`config.mk`:
```
export PLATFORM = sky130hd
export DESIGN_NAME = nimh_charge_seq
export DESIGN_NICKNAME = d
export VERILOG_FILES = /design/src/rtl/nimh_pkg.sv /design/src/rtl/nimh_supply_filter.sv /design/src/rtl/nimh_tick_timer.sv /design/src/rtl/nimh_seq_fsm.sv /design/src/rtl/nimh_charge_seq.sv
export SDC_FILE = /design/constraint.sdc
export NUM_CORES = 1
export LEC_CHECK = 0
export BUFFER_PORTS_ARGS = -buffer_cell sky130_fd_sc_hd__buf_4
export CAP_MARGIN = 40
export CORE_AREA = 2 2 104 106
export CTS_BUF_LIST = sky130_fd_sc_hd__clkbuf_8
export CTS_CLUSTER_DIAMETER = 200
export DETAILED_ROUTE_END_ITERATION = 12
export DIE_AREA = 0 0 106 108
export PLACE_DENSITY = 0.64
export SLEW_MARGIN = 20
export SYNTH_ARGS = -nofsm -noshare
export SYNTH_HDL_FRONTEND = slang
export SYNTH_SLANG_ARGS = --single-unit
```
`constraint.sdc`:
```
create_clock -name clk -period 6.5 [get_ports clk]
set_input_delay 1.625 -clock clk [delete_from_list [all_inputs] [get_ports clk]]
set_output_delay 1.625 -clock clk [all_outputs]
set_load 0.01 [all_outputs]
```
`src/rtl/nimh_pkg.sv`:
```
package nimh_pkg;
  typedef enum logic [2:0] {
    ST_RESET   = 3'd0,
    ST_PRESENT = 3'd1,
    ST_PRECHG  = 3'd2,
    ST_FAST    = 3'd3,
    ST_TOPOFF  = 3'd4,
    ST_DONE    = 3'd5,
    ST_FAULT   = 3'd6,
    ST_DRAIN   = 3'd7
  } chg_state_e;

  // States in which a pack is expected to sit in the charger
  function automatic logic holds_pack(chg_state_e s);
    return (s == ST_PRECHG) || (s == ST_FAST) || (s == ST_TOPOFF) ||
           (s == ST_DONE) || (s == ST_FAULT);
  endfunction
endpackage

```
`src/rtl/nimh_supply_filter.sv`:
```
module nimh_supply_filter #(
  parameter int DEGLITCH_CYC = 500000
) (
  input  logic clk,
  input  logic rst_n,
  input  logic supply_ok,
  output logic supply_good
);
  generate
    if (DEGLITCH_CYC == 0) begin : g_direct
      assign supply_good = supply_ok;
    end else begin : g_filter
      localparam int CW = $clog2(DEGLITCH_CYC + 1);
      logic [CW-1:0] run_q;
      logic          good_q;
      always_ff @(posedge clk or negedge rst_n) begin
        if (!rst_n) begin
          run_q  <= '0;
          good_q <= 1'b0;
        end else if (supply_ok == good_q) begin
          run_q <= '0;
        end else if (run_q == CW'(DEGLITCH_CYC - 1)) begin
          run_q  <= '0;
          good_q <= supply_ok;
        end else begin
          run_q <= run_q + 1'b1;
        end
      end
      assign supply_good = good_q;
    end
  endgenerate
endmodule

```
`src/rtl/nimh_tick_timer.sv`:
```
module nimh_tick_timer #(
  parameter int CLK_PER_TICK = 50000000,
  parameter int SEC_W        = 16
) (
  input  logic             clk,
  input  logic             rst_n,
  input  logic             clear,
  output logic             tick,
  output logic [SEC_W-1:0] secs
);
  localparam int PW = (CLK_PER_TICK > 1) ? $clog2(CLK_PER_TICK) : 1;
  logic [PW-1:0]    presc_q;
  logic [SEC_W-1:0] secs_q;

  assign tick = (presc_q == PW'(CLK_PER_TICK - 1));
  assign secs = secs_q;

  always_ff @(posedge clk or negedge rst_n) begin
    if (!rst_n) begin
      presc_q <= '0;
      secs_q  <= '0;
    end else if (clear) begin
      presc_q <= '0;
      secs_q  <= '0;
    end else if (tick) begin
      presc_q <= '0;
      secs_q  <= secs_q + 1'b1;
    end else begin
      presc_q <= presc_q + 1'b1;
    end
  end
endmodule

```
`src/rtl/nimh_seq_fsm.sv`:
```
module nimh_seq_fsm
  import nimh_pkg::*;
#(
  parameter int SEC_W      = 16,
  parameter int QUAL_TICKS = 4,
  parameter int PRE_TICKS  = 1800
) (
  input  logic             clk,
  input  logic             rst_n,
  input  logic             supply_good,
  input  logic             v_lt_lb,
  input  logic             v_lt_det,
  input  logic             v_gt_open,
  input  logic             temp_ok,
  input  logic             temp_hot,
  input  logic             slope_term,
  input  logic             dchg_latch,
  input  logic [SEC_W-1:0] fast_limit,
  input  logic             tick,
  input  logic [SEC_W-1:0] secs,
  output chg_state_e       state,
  output logic             timer_clear
);
  localparam int LW = SEC_W + 1;

  chg_state_e      state_q, nxt;
  logic            qual;
  logic [LW-1:0]   elapsed;

  // tick count including the tick happening this clock
  assign elapsed = {1'b0, secs} + LW'(1);
  assign qual    = v_lt_det && temp_ok && !v_gt_open;

  function automatic logic reached(input logic t, input logic [LW-1:0] el,
                                   input logic [LW-1:0] lim);
    return t && (el >= lim);
  endfunction

  always_comb begin
    nxt = state_q;
    if (!supply_good) begin
      nxt = ST_RESET;
    end else if (state_q != ST_RESET && dchg_latch) begin
      nxt = ST_DRAIN;
    end else if (holds_pack(state_q) && v_gt_open) begin
      nxt = ST_PRESENT;
    end else begin
      unique case (state_q)
        ST_RESET:   nxt = ST_PRESENT;
        ST_PRESENT: if (qual && reached(tick, elapsed, LW'(QUAL_TICKS))) nxt = ST_PRECHG;
        ST_PRECHG: begin
          if (temp_hot)                                    nxt = ST_FAULT;
          else if (!v_lt_lb)                               nxt = ST_FAST;
          else if (reached(tick, elapsed, LW'(PRE_TICKS))) nxt = ST_FAULT;
        end
        ST_FAST: begin
          if (temp_hot)                                    nxt = ST_DONE;
          else if (slope_term ||
                   reached(tick, elapsed, {1'b0, fast_limit})) nxt = ST_TOPOFF;
        end
        ST_TOPOFF: begin
          if (temp_hot)                                    nxt = ST_DONE;
          else if (reached(tick, elapsed, {2'b00, fast_limit[SEC_W-1:1]})) nxt = ST_DONE;
        end
        ST_DONE, ST_FAULT: nxt = state_q;
        ST_DRAIN:   nxt = ST_PRESENT;
        default:    nxt = ST_RESET;
      endcase
    end
  end

  assign timer_clear = (nxt != state_q) || (state_q == ST_PRESENT && !qual);
  assign state       = state_q;

  always_ff @(posedge clk or negedge rst_n) begin
    if (!rst_n) state_q <= ST_RESET;
    else        state_q <= nxt;
  end
endmodule

```
`src/rtl/nimh_charge_seq.sv`:
```
module nimh_charge_seq
  import nimh_pkg::*;
#(
  parameter int CLK_PER_TICK = 50000000,
  parameter int DEGLITCH_CYC = 500000,
  parameter int SEC_W        = 16,
  parameter int QUAL_TICKS   = 4,
  parameter int PRE_TICKS    = 1800
) (
  input  logic             clk,
  input  logic             rst_n,
  input  logic             supply_ok,
  input  logic             v_lt_lb,
  input  logic             v_lt_det,
  input  logic             v_gt_open,
  input  logic             temp_ok,
  input  logic             temp_hot,
  input  logic             slope_term,
  input  logic             dchg_latch,
  input  logic [SEC_W-1:0] fast_limit,
  output logic [2:0]       state_code,
  output logic             chg_en,
  output logic             ilevel_hi,
  output logic             dchg_drive,
  output logic             low_power
);
  logic             supply_good;
  logic             tick, timer_clear;
  logic [SEC_W-1:0] secs;
  chg_state_e       state;

  nimh_supply_filter #(.DEGLITCH_CYC(DEGLITCH_CYC)) u_filt (
    .clk(clk), .rst_n(rst_n), .supply_ok(supply_ok), .supply_good(supply_good)
  );

  nimh_tick_timer #(.CLK_PER_TICK(CLK_PER_TICK), .SEC_W(SEC_W)) u_tmr (
    .clk(clk), .rst_n(rst_n), .clear(timer_clear), .tick(tick), .secs(secs)
  );

  nimh_seq_fsm #(.SEC_W(SEC_W), .QUAL_TICKS(QUAL_TICKS), .PRE_TICKS(PRE_TICKS)) u_fsm (
    .clk(clk), .rst_n(rst_n), .supply_good(supply_good),
    .v_lt_lb(v_lt_lb), .v_lt_det(v_lt_det), .v_gt_open(v_gt_open),
    .temp_ok(temp_ok), .temp_hot(temp_hot), .slope_term(slope_term),
    .dchg_latch(dchg_latch), .fast_limit(fast_limit),
    .tick(tick), .secs(secs), .state(state), .timer_clear(timer_clear)
  );

  assign state_code = state;
  assign chg_en     = (state == ST_PRECHG) || (state == ST_FAST) || (state == ST_TOPOFF);
  assign ilevel_hi  = (state == ST_FAST);
  assign dchg_drive = (state == ST_DRAIN);
  assign low_power  = (state == ST_DRAIN) || (state == ST_RESET);
endmodule

```
==> results of run 1 <==
sequential cells by signal (all words and copies together), names as in the netlist:
register and cells:
u_fsm.state 3, u_filt.supply_good 1, u_tmr.presc_q 26, u_tmr.secs 16, u_filt.g_filter.run_q 19
worst max-delay path by stage:
| stage | cells past startpoint | to | slack (ns) | startpoint |
|---|---|---|---|---|
| floorplan | 12 | u_tmr.presc_q[0] | 2.56 | fast_limit[6] |
| global placement | 13 | u_tmr.secs[1] | 2.16 | fast_limit[4] |
| detailed placement | 17 | u_tmr.secs[15] | 1.99 | u_tmr.secs[0] |
| CTS | 17 | u_tmr.presc_q[1] | 1.97 | u_tmr.secs[0] |
| global route | 17 | u_tmr.presc_q[1] | 1.48 | u_tmr.secs[0] |
| finish | 17 | u_tmr.presc_q[1] | 1.95 | u_tmr.secs[0] |
cell families after synthesis:
| kind of cell | count (synthesis) |
|---|---|
| xor gates and xnor gates | 71 |
| DFF | 65 |
| and+or+nand+nor | 281 |
| AOI/OAI and AO/OA | 68 |
| buffers and inverters | 59 |
| muxes | 2 |
| adders and majority gates | 35 |
cells in the mapped netlist, types with 3 or more instances:
cell / n
and4_1: 5
nand2_1: 67
o21ai_0: 8
nand4_1: 17
nand3b_1: 4
nor4_1: 4
nor2_1: 44
buf_6: 4
xor2_1: 37
nand3_1: 43
or2_2: 3
dfrtp_1: 65
and3_1: 14
or3_1: 5
a21oi_1: 17
nor4b_1: 5
a21o_1: 5
o211ai_1: 4
inv_1: 25
xnor2_1: 33
a31oi_1: 3
nor3_1: 56
buf_2: 9
nor2b_1: 4
a211oi_1: 3
o31ai_1: 3
clkbuf_1: 19
o31a_1: 3
nand2b_1: 4
ha_1: 35
per-layer routing:
metal  GRT usage  up-vias  routed length [um]
met5           0        -                   0
met4      0.0630        0                 136
met3      0.0350       10                 321
met2       0.315       70                4950
met1       0.278     1943                5300
li1            -     2072                   -
stage by stage:
stage                     power, mW  cell area (um^2)  hold slack (ns)
after global placement        0.775              5140            0.496
final                          1.07              5340            0.515
after detailed placement      0.780              5140            0.500
after CTS                      1.08              5310            0.511
after global routing           1.14              5340            0.562
after floorplan               0.698              4870            0.469
worst max-delay path, delay by kind of cell (launching register included):
kind | cells | cell delay (ns)
muxes | 1 | 0.30
AOI/OAI and AO/OA | 6 | 1.18
adders and majority gates | 2 | 0.59
xor gates and xnor gates | 1 | 0.21
DFF | 1 | 0.49
buffers and inverters | 1 | 0.39
and+or+nand+nor | 6 | 1.18
report_power, final:
| group | internal [mW] | total (mW) | switching (mW) |
|---|---|---|---|
| sequential | 0.415 | 0.447 | 0.0312 |
| clock | 0.153 | 0.297 | 0.143 |
| combinational | 0.108 | 0.327 | 0.218 |
layout make-up:
type                       count  area [um^2]  area share
clock buffer                  11          151      0.0283
inverter                      25         93.8      0.0176
tap                          136          170      0.0319
timing repair buffer          38          305      0.0572
sequential                    65         1630       0.305
multi-input combinational    457         2980       0.557
clock inverter                 3         17.5     0.00328
==> summary.txt, run 1 <==
Run status
  • Status: complete, no violations

Logic synthesis
  • Synth top area share: 0.334
  • Syn avg cell area: 8.38 um^2
  • Largest family of logic cells by synthesized area: simple AND/OR/NAND/NOR gates
  • Synth top area cells: dfrtp_1 33%, ha_1 9.0%, xor2_1 6.7%
  • Sequential area share after synthesis: 0.334
  • Cells after synthesis: roughly 580
  • Cell variety after synth: just under 60
  • FF+latch count, synth: between 60 and 70
  • Ys async rst share: 1.00
  • Mapped Nets: approximately 640
  • Ys flop type: dfrtp_1
  • Yosys synthesis warning count: 0
  • Post-synth EDFFs: 0
  • Post-Synth Adder-Cell Area: 0.0900
  • Simple-Gate Fraction of Synth Area: 0.287
  • Mapped Area: approximately 0.0049 mm^2
  • Xor/xnor cell area share of the yosys netlist: 0.129
  • Yosys top cell by area: dfrtp_1
  • Post-synthesis mux area share: 0.00437
  • Post-synthesis compound-gate area fraction: 0.0998

Clocking
  • H-tree depth: 3
  • CTS buffer count: 9
  • Reg clk slew, reported paths: roughly 0.070 ns
  • Clock Latency Late Sink: around 0.34 ns
  • Clock Sinks: 65
  • Post-CTS setup buffers: 0
  • Post-CTS sizing: 0
  • Hold Buf Count CTS: 0
  • Root buf cell: clkbuf_8
  • Clock buffer depth: 2
  • TritonCTS clock tree: built

Worst setup path
  • R2r startpoint: u_tmr.secs[0]
  • Max Fanout on Critical Path: between 40 and 50
  • RR Endpoint: u_tmr.presc_q[1]
  • Cell-by-cell trace of the critical path: ha_1, nand3_1, nor2_1, nand3_1, nor2_1, xor2_1, ha_1, a21o_1, a211o_1, a31oi_1, o31ai_1, o31ai_1, o41ai_1, mux2_2, nand2_1, buf_4, nor3_1
  • Slowest stage delay, CP: 0.49 ns
  • Setup slack, reg-to-reg: ~2 ns
  • Critical-path top delay cell: dfrtp_1
  • Critical Path AT: 4.74 ns
  • Worst Path Required: around 6.7 ns
  • Path depth of the worst reg2reg path: 17
  • Crit start category: flip-flop
  • CP Capture Type: flip-flop
  • Critical path class: flip-flop to flip-flop

Job
  • Total of max-cap violations: 0

Routing
  • Wirelength, routed: 10.7 mm
  • ANT nets after route: 0
  • Via count: approximately 4,100
  • DRT iter0 DRCs: ~280
  • Residual DRC count: 0
  • Average wire per standard cell: 14.6 um
  • Routed vias/inst: between 5 and 6
  • Drt pass-1 iters: 4

Place
  • DP Cell Count: a little over 700
  • Placer's final routability congestion estimate: between 0.8 and 0.9
  • Post-Place Setup Slack: 1.99 ns
  • # port buffers: 32
  • Detailed Place HPWL: around 7.5 mm

Floorplan
  • Die Area: around 0.011 mm^2
  • Ports: 33
  • Core area: just over 0.01 mm^2
  • Chip Width: around 110 um
  • Die span in y: 108 um
  • Site row count: 37
  • Initial Util: 0.476

Power and ir drop
  • VDD IR max: roughly 0.14 mV
  • Leakage power: around 2.4 nW
  • PwrDens: 200 mW/mm^2

Hold path
  • Min-delay worst type: flip-flop to flip-flop
  • Hold Startpoint: u_filt.g_filter.run_q[0]
  • Worst hold endpoint: u_filt.g_filter.run_q[0]
  • Hold Crit Depth: 1

Timing
  • Relative slew margins: 0.536
  • RSZ-0062 raised after global routing: no
  • Worst Tran Pin Value: 0.689 ns
  • Max-slew violation count: 0
  • Final Setup Violations: 0
  • Clock skew: ~0.0092 ns
  • Period utilization: 0.700
  • Fmax achieved: ~0.22 GHz
  • Post-layout minimum cycle time: 4.55 ns
  • Hold Vio Cnt, Final: 0
  • Fin worst setup slack: just under 2 ns
  • TNS Setup: 0 ns

Finish
  • # fillers: 986
  • Core Util, Final: 0.522
  • Commonest non-fill, non-tap cell in the layout: nand2_1
  • Finished Layout Cells: about 740
  • N_diodes: 0
  • Share of layout cells above drive strength 1: 0.104
  • NumNets Final: between 600 and 700
  • Most frequent cells in the layout: 67 x nand2_1, 65 x dfrtp_1, 56 x nor3_1
  • Area growth syn-to-layout: 9.77%

GRT
  • Total track usage: 0.199
  • First-pass GRT wire length: 18.7 mm
  • Vias in the first global route: between 3,000 and 4,000
  • Largest net degree at the start of global routing: 66
  • Grt ovf: 0
  • Initial antenna violation count: 0
Note: power is estimated with default switching activity, not from simulation.
==> inputs of run 2 (changes only) <==
==> constraint.sdc (replaced) <==
create_clock -name clk -period 4.3 [get_ports clk]
set_input_delay 1.075 -clock clk [delete_from_list [all_inputs] [get_ports clk]]
set_output_delay 1.075 -clock clk [all_outputs]
set_load 0.01 [all_outputs]
==> summary.txt, run 2 (same netlist as run 1, synthesis figures left out) <==
Clocking
  • Clock Sinks: 65
  • TritonCTS clock tree: built
  • Hold Buf Count CTS: 0
  • Clock Latency Late Sink: between 0.3 and 0.4 ns
  • Root buf cell: clkbuf_8
  • Post-CTS sizing: 0
  • Post-CTS setup buffers: 0
  • Reg clk slew, reported paths: around 0.07 ns
  • CTS buffer count: 9
  • H-tree depth: 3
  • Clock buffer depth: 2

Finish
  • Commonest non-fill, non-tap cell in the layout: nand2_1
  • Share of layout cells above drive strength 1: 0.114
  • Most frequent cells in the layout: 67 x nand2_1, 64 x dfrtp_1, 56 x nor3_1
  • Max FFs per register: 26
  • NumNets Final: 662
  • N_diodes: 0
  • Area growth syn-to-layout: 11.2%
  • Post-route cell area: roughly 0.0054 mm^2
  • Reg with most FFs: u_tmr.presc_q

Worst setup path
  • Critical-path top delay cell: or4_1
  • CP most frequent cell: nor2_1
  • Path depth of the worst reg2reg path: 14
  • CP Capture Type: flip-flop
  • Worst Path Required: ~4.5 ns
  • Cell-by-cell trace of the critical path: nand4_1, or4_1, nor2_1, xor2_1, ha_1, nand3_1, nor2_1, a221o_1, o31ai_1, o41ai_1, mux2_2, nand2_1, buf_12, nor4b_1
  • Critical path class: flip-flop to flip-flop
  • Crit start category: flip-flop
  • Max Fanout on Critical Path: 42
  • Slowest stage delay, CP: 0.69 ns
  • Critical Path AT: ~4.2 ns

GRT
  • Largest net degree at the start of global routing: 66
  • Initial antenna violation count: 0
  • Vias in the first global route: ~4,000
  • Total track usage: 0.200
  • Grt ovf: 0
  • First-pass GRT wire length: 18.7 mm

Floorplan
  • Chip Width: approximately 110 um
  • Die Area: 0.0114 mm^2
  • Core area: just over 0.01 mm^2
  • Die span in y: 108 um
  • Ports: 33
  • Initial Util: 0.476
  • Site row count: 37

Routing
  • Metal3 WL: about 380 um
  • DRT iter0 DRCs: about 290
  • Wirelength, routed: 10.8 mm
  • Via count: approximately 4,100
  • Routed vias/inst: ~5.5
  • Average wire per standard cell: 14.5 um
  • Top Layer Used: met4
  • Drt pass-1 iters: 5
  • ANT nets after route: 0
  • Residual DRC count: 0
  • Routed length on met1: ~5.4 mm
  • Met2 wire len: 4.92 mm

Timing
  • Clock skew: ~0.0097 ns
  • Final Setup Violations: 0
  • Relative slew margins: 0.516
  • Hold Vio Cnt, Final: 0
  • RSZ-0062 raised after global routing: no
  • TNS Setup: 0 ns
  • Post-layout minimum cycle time: ~4.0 ns
  • Worst Tran Pin Value: roughly 0.72 ns
  • Max-slew violation count: 0
  • Fmax achieved: between 0.2 and 0.3 GHz
  • Period utilization: 0.920

Place
  • # port buffers: 32
  • Placer's final routability congestion estimate: about 0.85
  • Detailed Place HPWL: about 7.5 mm
  • Area after DPL: between 0.005 and 0.006 mm^2

Run status
  • Status: complete, no violations

Power and ir drop
  • Leakage power: approximately 2.5 nW
  • PwrDens: 303 mW/mm^2
  • VDD IR max: about 0.22 mV

Hold path
  • Min-delay worst type: flip-flop to flip-flop
  • Hold Crit Depth: 1

Job
  • Total of max-cap violations: 0
## run 2: changes by cell type in the layout (fill, tap and decap cells not counted)
cell / change
clkinvlp_4: -1
nand3_2: +1
buf_12: +3
buf_4: +2
clkinv_2: +2
clkbuf_8: -2
dfrtp_2: +1
nand3_1: -1
dfrtp_1: -1
nor2_1: -1
inv_1: +3
nor2_2: +1
## run 2: area by class of cell
cell class	count	area [um^2]
inverters	25	93.8
clock inverters	7	31.3
repair buffers	43	380
well taps	136	170
flip-flops and latches	65	1630
multi-input cells	457	2980
fillers	974	4820
clock buffers	9	124
## run 2: critical path: cells and delay by family, from the launching register on
kind	cells	cell delay [ns]
fa+ha+maj	1	0.27
mux	1	0.25
buf+inv	1	0.19
flops	1	0.49
xor+xnor	1	0.18
compound gates	3	0.80
simple gates	7	1.66
## run 2: routing by layer
layer	GRT usage	up-vias
li1	-	2089
met1	0.285	1924
met2	0.312	84
met3	0.0332	6
met4	0.0639	0
met5	0	-
## run 2: path summary, 6_finish.rpt
| path | from | endpoint | slack, ns |
|---|---|---|---|
| worst max-delay path | u_tmr.secs[3] | u_tmr.secs[1] | 0.35 |
| worst min register to register | u_filt.g_filter.run_q[0] | u_filt.g_filter.run_q[0] | 0.51 |
| max in group asynchronous | rst_n | u_tmr.secs[0] | 3.19 |
| worst max register to register | u_tmr.secs[3] | u_tmr.secs[1] | 0.35 |
| min in group asynchronous | rst_n | u_filt.g_filter.run_q[12] | 0.58 |
| worst min-delay path | u_filt.g_filter.run_q[0] | u_filt.g_filter.run_q[0] | 0.51 |
## run 2: through the flow
step           hold WS, ns  std cells  power, mW  setup WS [ns]  utilization
5_1_grt              0.544        742       1.76         0.0192        0.529
3_5_place_dp         0.506        725       1.22          0.179        0.510
6_report             0.513        742       1.64          0.346        0.529
4_1_cts              0.518        741       1.65          0.156        0.525
3_3_place_gp         0.502        725       1.22          0.381        0.510
2_1_floorplan        0.469        581       1.05          0.404            -
## run 2: power breakdown
part | internal (mW) | switching, mW | total, mW | leakage [nW]
logic | 0.203 | 0.340 | 0.544 | 1.51
clock network | 0.199 | 0.223 | 0.422 | 0.0963
registers | 0.628 | 0.0472 | 0.675 | 0.889
